## config.mk

```make
export PLATFORM = sky130hd
export DESIGN_NAME = dmem_steer
export DESIGN_NICKNAME = d
export VERILOG_FILES = /design/src/rtl/steer_pkg.sv /design/src/rtl/steer_ctrl.sv /design/src/rtl/steer_datapath.sv /design/src/rtl/dmem_steer.sv
export SDC_FILE = /design/constraint.sdc
export NUM_CORES = 2
export LEC_CHECK = 0
export BUFFER_PORTS_ARGS = -buffer_cell sky130_fd_sc_hd__buf_2
export CELL_PAD_IN_SITES_DETAIL_PLACEMENT = 0
export CELL_PAD_IN_SITES_GLOBAL_PLACEMENT = 1
export CORE_MARGIN = 3
export CORE_UTILIZATION = 56
export CTS_CLUSTER_SIZE = 16
export DETAILED_ROUTE_END_ITERATION = 6
export PLACE_DENSITY = 0.87
export SKIP_LAST_GASP = 1
export SLEW_MARGIN = 20
export SYNTH_ARGS = -nofsm -noshare
export SYNTH_HDL_FRONTEND = slang
export SYNTH_SLANG_ARGS = --single-unit
```

## constraint.sdc

```tcl
create_clock -name clk -period 3.35 [get_ports clk]
set_input_delay 0.1675 -clock clk [delete_from_list [all_inputs] [get_ports clk]]
set_output_delay 0.1675 -clock clk [all_outputs]
set_load 0.02 [all_outputs]
```

## src/rtl/steer_pkg.sv

```systemverilog
package steer_pkg;

  // Strobes sent from the decode control to the storage datapath
  typedef struct packed {
    logic ramWr;
    logic ramRd;
    logic sfrWr;
    logic sfrRd;
  } strobe_t;

endpackage

```

## src/rtl/steer_ctrl.sv

```systemverilog
module steer_ctrl
  import steer_pkg::*;
#(
  parameter int ADDR_W = 8
) (
  input  logic [ADDR_W-1:0] addr,
  input  logic              rdEn,
  input  logic              wrEn,
  input  logic              indirect,
  output strobe_t           strobe
);

  localparam int TOP_BIT = ADDR_W - 1;

  logic upperHalf;
  logic toRegSpace;

  always_comb begin
    upperHalf    = addr[TOP_BIT];
    // Upper half is shared: the mode, not the address, picks the store
    toRegSpace   = upperHalf && !indirect;
    strobe.ramWr = wrEn && !toRegSpace;
    strobe.ramRd = rdEn && !toRegSpace;
    strobe.sfrWr = wrEn && toRegSpace;
    strobe.sfrRd = rdEn && toRegSpace;
  end

endmodule

```

## src/rtl/steer_datapath.sv

```systemverilog
module steer_datapath
  import steer_pkg::*;
#(
  parameter int ADDR_W = 8,
  parameter int DATA_W = 8
) (
  input  logic              clk,
  input  logic              rstN,
  input  strobe_t           strobe,
  input  logic [ADDR_W-1:0] addr,
  input  logic [DATA_W-1:0] wrData,
  input  logic [DATA_W-1:0] sfrRdata,
  output logic [DATA_W-1:0] rdData,
  output logic              sfrSel,
  output logic              sfrWrite
);

  localparam int DEPTH = 1 << ADDR_W;

  // One array covers lower and upper RAM; the address bits map directly
  logic [DATA_W-1:0] ram [DEPTH];
  logic [DATA_W-1:0] rdReg;

  // No reset on the array: contents survive reset
  always_ff @(posedge clk) begin
    if (strobe.ramWr) ram[addr] <= wrData;
  end

  always_ff @(posedge clk) begin
    if (!rstN) begin
      rdReg <= '0;
    end else if (strobe.sfrRd) begin
      rdReg <= sfrRdata;
    end else if (strobe.ramRd) begin
      rdReg <= ram[addr];
    end
  end

  assign rdData   = rdReg;
  assign sfrSel   = strobe.sfrRd | strobe.sfrWr;
  assign sfrWrite = strobe.sfrWr;

endmodule

```

## src/rtl/dmem_steer.sv

```systemverilog
module dmem_steer
  import steer_pkg::*;
#(
  parameter int ADDR_W = 8,
  parameter int DATA_W = 8
) (
  input  logic              clk,
  input  logic              rstN,
  input  logic [ADDR_W-1:0] addr,
  input  logic              rdEn,
  input  logic              wrEn,
  input  logic              indirect,
  input  logic [DATA_W-1:0] wrData,
  output logic [DATA_W-1:0] rdData,
  output logic              sfrSel,
  output logic              sfrWrite,
  output logic [ADDR_W-1:0] sfrAddr,
  output logic [DATA_W-1:0] sfrWdata,
  input  logic [DATA_W-1:0] sfrRdata
);

  strobe_t strobe;

  steer_ctrl #(.ADDR_W(ADDR_W)) uCtrl (
    .addr     (addr),
    .rdEn     (rdEn),
    .wrEn     (wrEn),
    .indirect (indirect),
    .strobe   (strobe)
  );

  steer_datapath #(.ADDR_W(ADDR_W), .DATA_W(DATA_W)) uDp (
    .clk      (clk),
    .rstN     (rstN),
    .strobe   (strobe),
    .addr     (addr),
    .wrData   (wrData),
    .sfrRdata (sfrRdata),
    .rdData   (rdData),
    .sfrSel   (sfrSel),
    .sfrWrite (sfrWrite)
  );

  assign sfrAddr  = addr;
  assign sfrWdata = wrData;

endmodule

```

Word-level counts from Yosys, hierarchy flattened --
Memories as Yosys holds them, arrays and structs flattened. Cells that the tools add are included.
Word-level totals: memories 1, output and inout bits 26, input bits 29, memory bits (writable) 2048, register bits 8, word-level logic and storage cells 15
Operators by class: reductions and logical operators 8, mux-type cells 4, bitwise logic cells 1
Memories:
- uDp.ram | words 256, bits a word 8, rd ports 1, clocked after Yosys merged registers in 0, wr ports 1, RTL line steer_datapath.sv:21 | logic [DATA_W-1:0] ram [DEPTH];
Operators by type and width (count):
- $mux W8 | 2
- $logic_and A1 B1 Y1 | 5
- $logic_not A1 Y1 | 2
- $mux W1 | 2
- $reduce_bool A2 Y1 | 1
- $or A1 B1 Y1 | 1

Logic depth before layout (Yosys ltp) --
word-level depth 6, gate-level depth with buffers 12, mapped depth without buffers 7

Modules after synthesis --
A second synthesis with hierarchy kept.
Second synthesis, totals: cells, all modules 3509, area total of the unflattened synthesis 79421.2 µm²
Modules (own cells, without submodules):
- steer_datapath | cells each 3486, area an instance 79257.3 µm², seq. area each 61659.1 µm², times used 1
- dmem_steer | cells each 16, area an instance 120.1 µm², seq. area each 0.0 µm², times used 1
- steer_ctrl | cells each 7, area an instance 43.8 µm², seq. area each 0.0 µm², times used 1

Worst setup path after synthesis --
Ideal clock, no wire load.
path type input-to-reg, start point input port addr[0], end point memory uDp.ram[236][0], enable pin, setup time 370 ps, data arrival time 2321 ps, path buffers 7, data required time 2980 ps, stages 10, slack 659 ps, cells stage by stage buf_6 buf_6 buf_4 buf_4 buf_2 buf_2 nor2_1 nand3_1 buf_2 nor2_1
RTL lines:
- start: declaration | RTL line dmem_steer.sv:9 | input logic [ADDR_W-1:0] addr,
- end: declaration | RTL line steer_datapath.sv:21
Straight into the memory's write port.

Worst setup path after layout --
start point memory uDp.ram[6][0], end point register uDp.rdReg[0], in the netlist uDp.rdData[0]
Between the ends: longest elaborated chain between the ends 3
Ends and longest elaborated chain:
- $mem_v2 Z256 W8
- $mux W8 | RTL line steer_datapath.sv:34 | end else if (strobe.ramRd) begin
- $mux W8 | RTL line steer_datapath.sv:32 | end else if (strobe.sfrRd) begin
- end signal: assignment | RTL line steer_datapath.sv:33 | rdReg <= sfrRdata;
- end signal: assignment | RTL line steer_datapath.sv:35 | rdReg <= ram[addr];
- end: declaration | RTL line steer_datapath.sv:22 | logic [DATA_W-1:0] rdReg;
Every way passes these cells. The select of a mux whose other input is x is not followed. A chain may end at the register's enable or synchronous reset.

==> impl_metrics.toml <==
[logic_synthesis]
synthMuxAreaShare = 0.161
ys.flop_type = "sky130_fd_sc_hd__edfxtp_1"
synth_top_area_frac = 0.769
synth_compound_gate_area_share = 0.0238
syn-num-nets = 3775
yosys.area_share.simple = 0.0278
synth_most_common_cell = "sky130_fd_sc_hd__edfxtp_1"
synth_commonest_cells = "sky130_fd_sc_hd__edfxtp_1 (2,048), sky130_fd_sc_hd__mux4_2 (501), sky130_fd_sc_hd__nor2_1 (270), sky130_fd_sc_hd__mux2i_1 (149), sky130_fd_sc_hd__nand2_1 (107)"
synth-seq-area-share = 0.771
synth-seq-cells = 2056
syn-instance-count = 3746
postSynthAreaPerCell_um2 = 21.3
fraction_of_synthesis_flops_using_an_asynchronous_set_or_reset_pin = 0
syn_area_um2 = 80000
synth.lib_cells_used.distinct = 56
synth_xor_area_frac = 0
synth_top_family_by_area = "multiplexers"
post-synth-top-area-cell = "sky130_fd_sc_hd__edfxtp_1"
synth.yosys.warnings = 0
edff_count_synth = 2048
cell_types_occupying_the_most_area_after_synthesis = "sky130_fd_sc_hd__edfxtp_1 (77%), sky130_fd_sc_hd__mux4_2 (14%), sky130_fd_sc_hd__mux2i_1 (1.9%), sky130_fd_sc_hd__nor2_1 (1.3%), sky130_fd_sc_hd__a22oi_1 (0.72%)"
post_synth_fa_ha_maj_area_fraction = 0

[worst_setup_path]
worst_setup_path_end_kind = "register"
cp_slowest_stage_delay_ns = 0.69
r2r_end = "uDp.rdData[0]$_SDFFE_PN0P_"
rr_worst_depth = 7
worstPathArrival_ns = 3.68
critPathMostFrequentCell = "sky130_fd_sc_hd__mux4_2"
path_max_fanout = 1
timing_worst_setup_path_type = "register to register"
timing.critical_path.from_type = "register"
critPathSlowestCell = "sky130_fd_sc_hd__a221oi_1"
critical_path_required_ns = 4.05
ff2ff_setup_slack_ns = 0.36
critical_path.cell_chain = "mux4_2 > mux4_2 > a22o_1 > a221oi_1 > nor4_1 > a31oi_1 > o21ai_0"
regToRegStartpoint = "uDp.ram[6][0]$_DFFE_PP_"

[sta]
final.setup.worst_slack_ns = 0.364
relSlewSlack = 0.211
worst_clock_skew_ns = 0.0443
tightestPinTransition_ns = 1.18
final_hold_viol_count = 0
timing.fmax_mhz = 335
maxSlewViolCount = 0
fin_crit_sh = 0.891
final-setup-viol-count = 0
unrepaired_setup_endpoints_after_global_routing = "no"
finalWorstPathRequiredPeriod_ns = 2.99

[global_route]
grt_start_max_net_pins = 128
grt_antenna_before_repair = 10
grt_busiest_layer = "met2"
globalRouteMet1Util = 0.394
grt_pass1_vias = 42600
global_route.overflow_total = 0
track_usage = 0.294
grt_use_met2 = 0.448
globalRouteMet3Util = 0.0931
grt_first_pass_wirelength_um = 306000

[route]
routed-via-count = 42500
route.antenna.remaining_nets = 0
drt-vias-per-instance = 6.77
routed_wirelength_um = 213000
route.detailed.wl_per_inst_um = 34.0
detail_route.first_pass.iterations = 7
drc = 1
number_of_violations_reported_at_the_end_of_detailed_routing_iteration_0 = 6567

[placed_design]
dp_slack_ns = -0.0926
detailed_place_hpwl_um = 130000
place_congestion = 0.991
port-buffer-count = 54
placedInstanceArea_um2 = 85500
place.detailed.instances = 5900

[clocking]
clockRootBuffer = "sky130_fd_sc_hd__clkbuf_16"
cts-buffers-inserted = 196
cts_tree = "yes"
post_cts_resized = 0
cts.htree.levels = 4
clk-insertion-delay-late_ns = 0.85
numClockSinks = 2056
cts_buffer_depth = 3
clk_pin_slew_ns = 0.06

[pwr]
power.leakage_nw = 29.6
switching_share = 0.216
clkPwrFrac = 0.407
netSwitchingPower_mw = 11.4
power.combinational.fraction = 0.055
vdd.ir_drop.worst_uv = 565
powerDensity_nw_per_um2 = 575
fin_total_pwr_mw = 52.8
internal_power_mw = 41.4
seq_power_share = 0.538

[final_layout]
syn2layout_area_growth_pct = 14.9
final_layout_size_suffix_gt1_frac = 0.298
nets = 4256
layout_cells_excl_fill = 6286
stdcell_area_um2 = 91900
final_core_util = 0.649

[floorplanning]
die_area_um2 = 147000
die_h_um = 384
row_count = 138
die-width_um = 384
top_level_ports = 55
design.core.area_um2 = 142000
initial_utilization = 0.565

[worst_hold_path]
hold_class = "input pin to register"
timing.hold.worst.start = "wrData[4]"
min_path_cells = 1
hold_path_end = "uDp.ram[114][4]$_DFFE_PP_"

[status]
violated_checks = "design-rule violations"
outcome = "finished with violations"

[job]
max_cap_viol_count = 0
-- layout by cell type, fill, tap and decap left out, drive strengths merged, types with 3 or more instances in the layout --
cell type / Yosys / final
a211o: 3 / 3
a211oi: 7 / 7
a21o: 6 / 6
a21oi: 31 / 31
a221oi: 12 / 12
a22o: 11 / 11
a22oi: 77 / 77
a31oi: 13 / 13
a32oi: 8 / 8
a41o: 3 / 3
and2: 7 / 7
buf: 152 / 501
bufinv: 0 / 13
clkbuf: 93 / 258
clkinv: 2 / 85
clkinvlp: 0 / 6
dfxtp: 8 / 8
diode: 0 / 6
dlygate4sd3: 0 / 19
edfxtp: 2048 / 2048
inv: 2 / 11
mux2: 10 / 10
mux2i: 149 / 149
mux4: 501 / 501
nand2: 107 / 107
nand2b: 15 / 15
nand3: 38 / 38
nand3b: 7 / 7
nand4: 11 / 11
nor2: 271 / 271
nor2b: 14 / 14
nor3: 31 / 31
nor4: 3 / 3
o2111ai: 4 / 4
o211ai: 12 / 12
o21a: 4 / 4
o21ai: 16 / 16
o221ai: 16 / 16
o22ai: 35 / 35
or3b: 3 / 3
-- timing repair --
| item | CTS | global route |
|---|---|---|
| endpoints found under the hold margin | 113 | 0 |
| buffers inserted | 0 | 0 |
| hold buffers | 19 | 0 |
-- power by group through the flow --
stage / clock network (mW) / registers, mW / logic, mW
2_1_floorplan: 0 / 28.9 / 1.43
3_3_place_gp: 0 / 28.9 / 2.76
3_5_place_dp: 0 / 28.9 / 2.82
4_1_cts: 21.7 / 28.4 / 2.87
5_1_grt: 22.7 / 28.4 / 3.02
6_report: 21.5 / 28.4 / 2.93
-- flip-flops by register name (all words and copies together) (netlist names) --
name and flops:
uDp.ram 2048, uDp.rdData 8
-- final cells by class --
class | instances | area [um2]
well taps | 1890 | 2360
flip-flops and latches | 2056 | 61700
fillers | 8905 | 49700
repair buffers | 528 | 4550
multi-input cells | 1441 | 17100
diodes | 6 | 15.0
clock buffers | 250 | 5190
clock inverters | 111 | 1040
inverters | 4 | 20.0
-- through the flow --
stage	hold slack (ns)	setup TNS (ns)
3_5_place_dp	0.574	-0.134
3_3_place_gp	0.564	-0.355
2_1_floorplan	0.266	0
4_1_cts	0.00352	0
6_report	0.0531	0
5_1_grt	0.0726	0
-- critical path: cells and delay by family, from the launching register on --
family | cells | cell delay, ns
and+or+nand+nor | 1 | 0.11
AOI/OAI and AO/OA | 4 | 1.27
DFF | 1 | 0.41
muxes | 2 | 1.06
-- worst max path at each step --
stage | to | cells past startpoint | slack, ns | start
floorplan | uDp.ram[236][0]$_DFFE_PP_ | 10 | 0.66 | addr[0]
global placement | uDp.rdData[5]$_SDFFE_PN0P_ | 9 | -0.20 | addr[0]
detailed placement | uDp.rdData[6]$_SDFFE_PN0P_ | 10 | -0.09 | addr[0]
CTS | uDp.rdData[0]$_SDFFE_PN0P_ | 7 | 0.56 | uDp.ram[6][0]$_DFFE_PP_
global route | uDp.rdData[0]$_SDFFE_PN0P_ | 7 | 0.38 | uDp.ram[6][0]$_DFFE_PP_
finish | uDp.rdData[0]$_SDFFE_PN0P_ | 7 | 0.36 | uDp.ram[6][0]$_DFFE_PP_
-- layer usage --
layer | wire length [um] | part of all wire
met5 | 176 | 0.00082
met4 | 9910 | 0.046
met3 | 28900 | 0.14
met2 | 101000 | 0.47
met1 | 74000 | 0.35
-- logic make-up (layout without fill, tap and decap cells) --
group / count (synthesis) / after routing
and+or+nand+nor: 515 / 515
other: 0 / 6
muxes: 660 / 660
AOI/OAI and AO/OA: 266 / 266
buffers and inverters: 249 / 893
DFF: 2056 / 2056
Power figures use the tool's default switching activity.
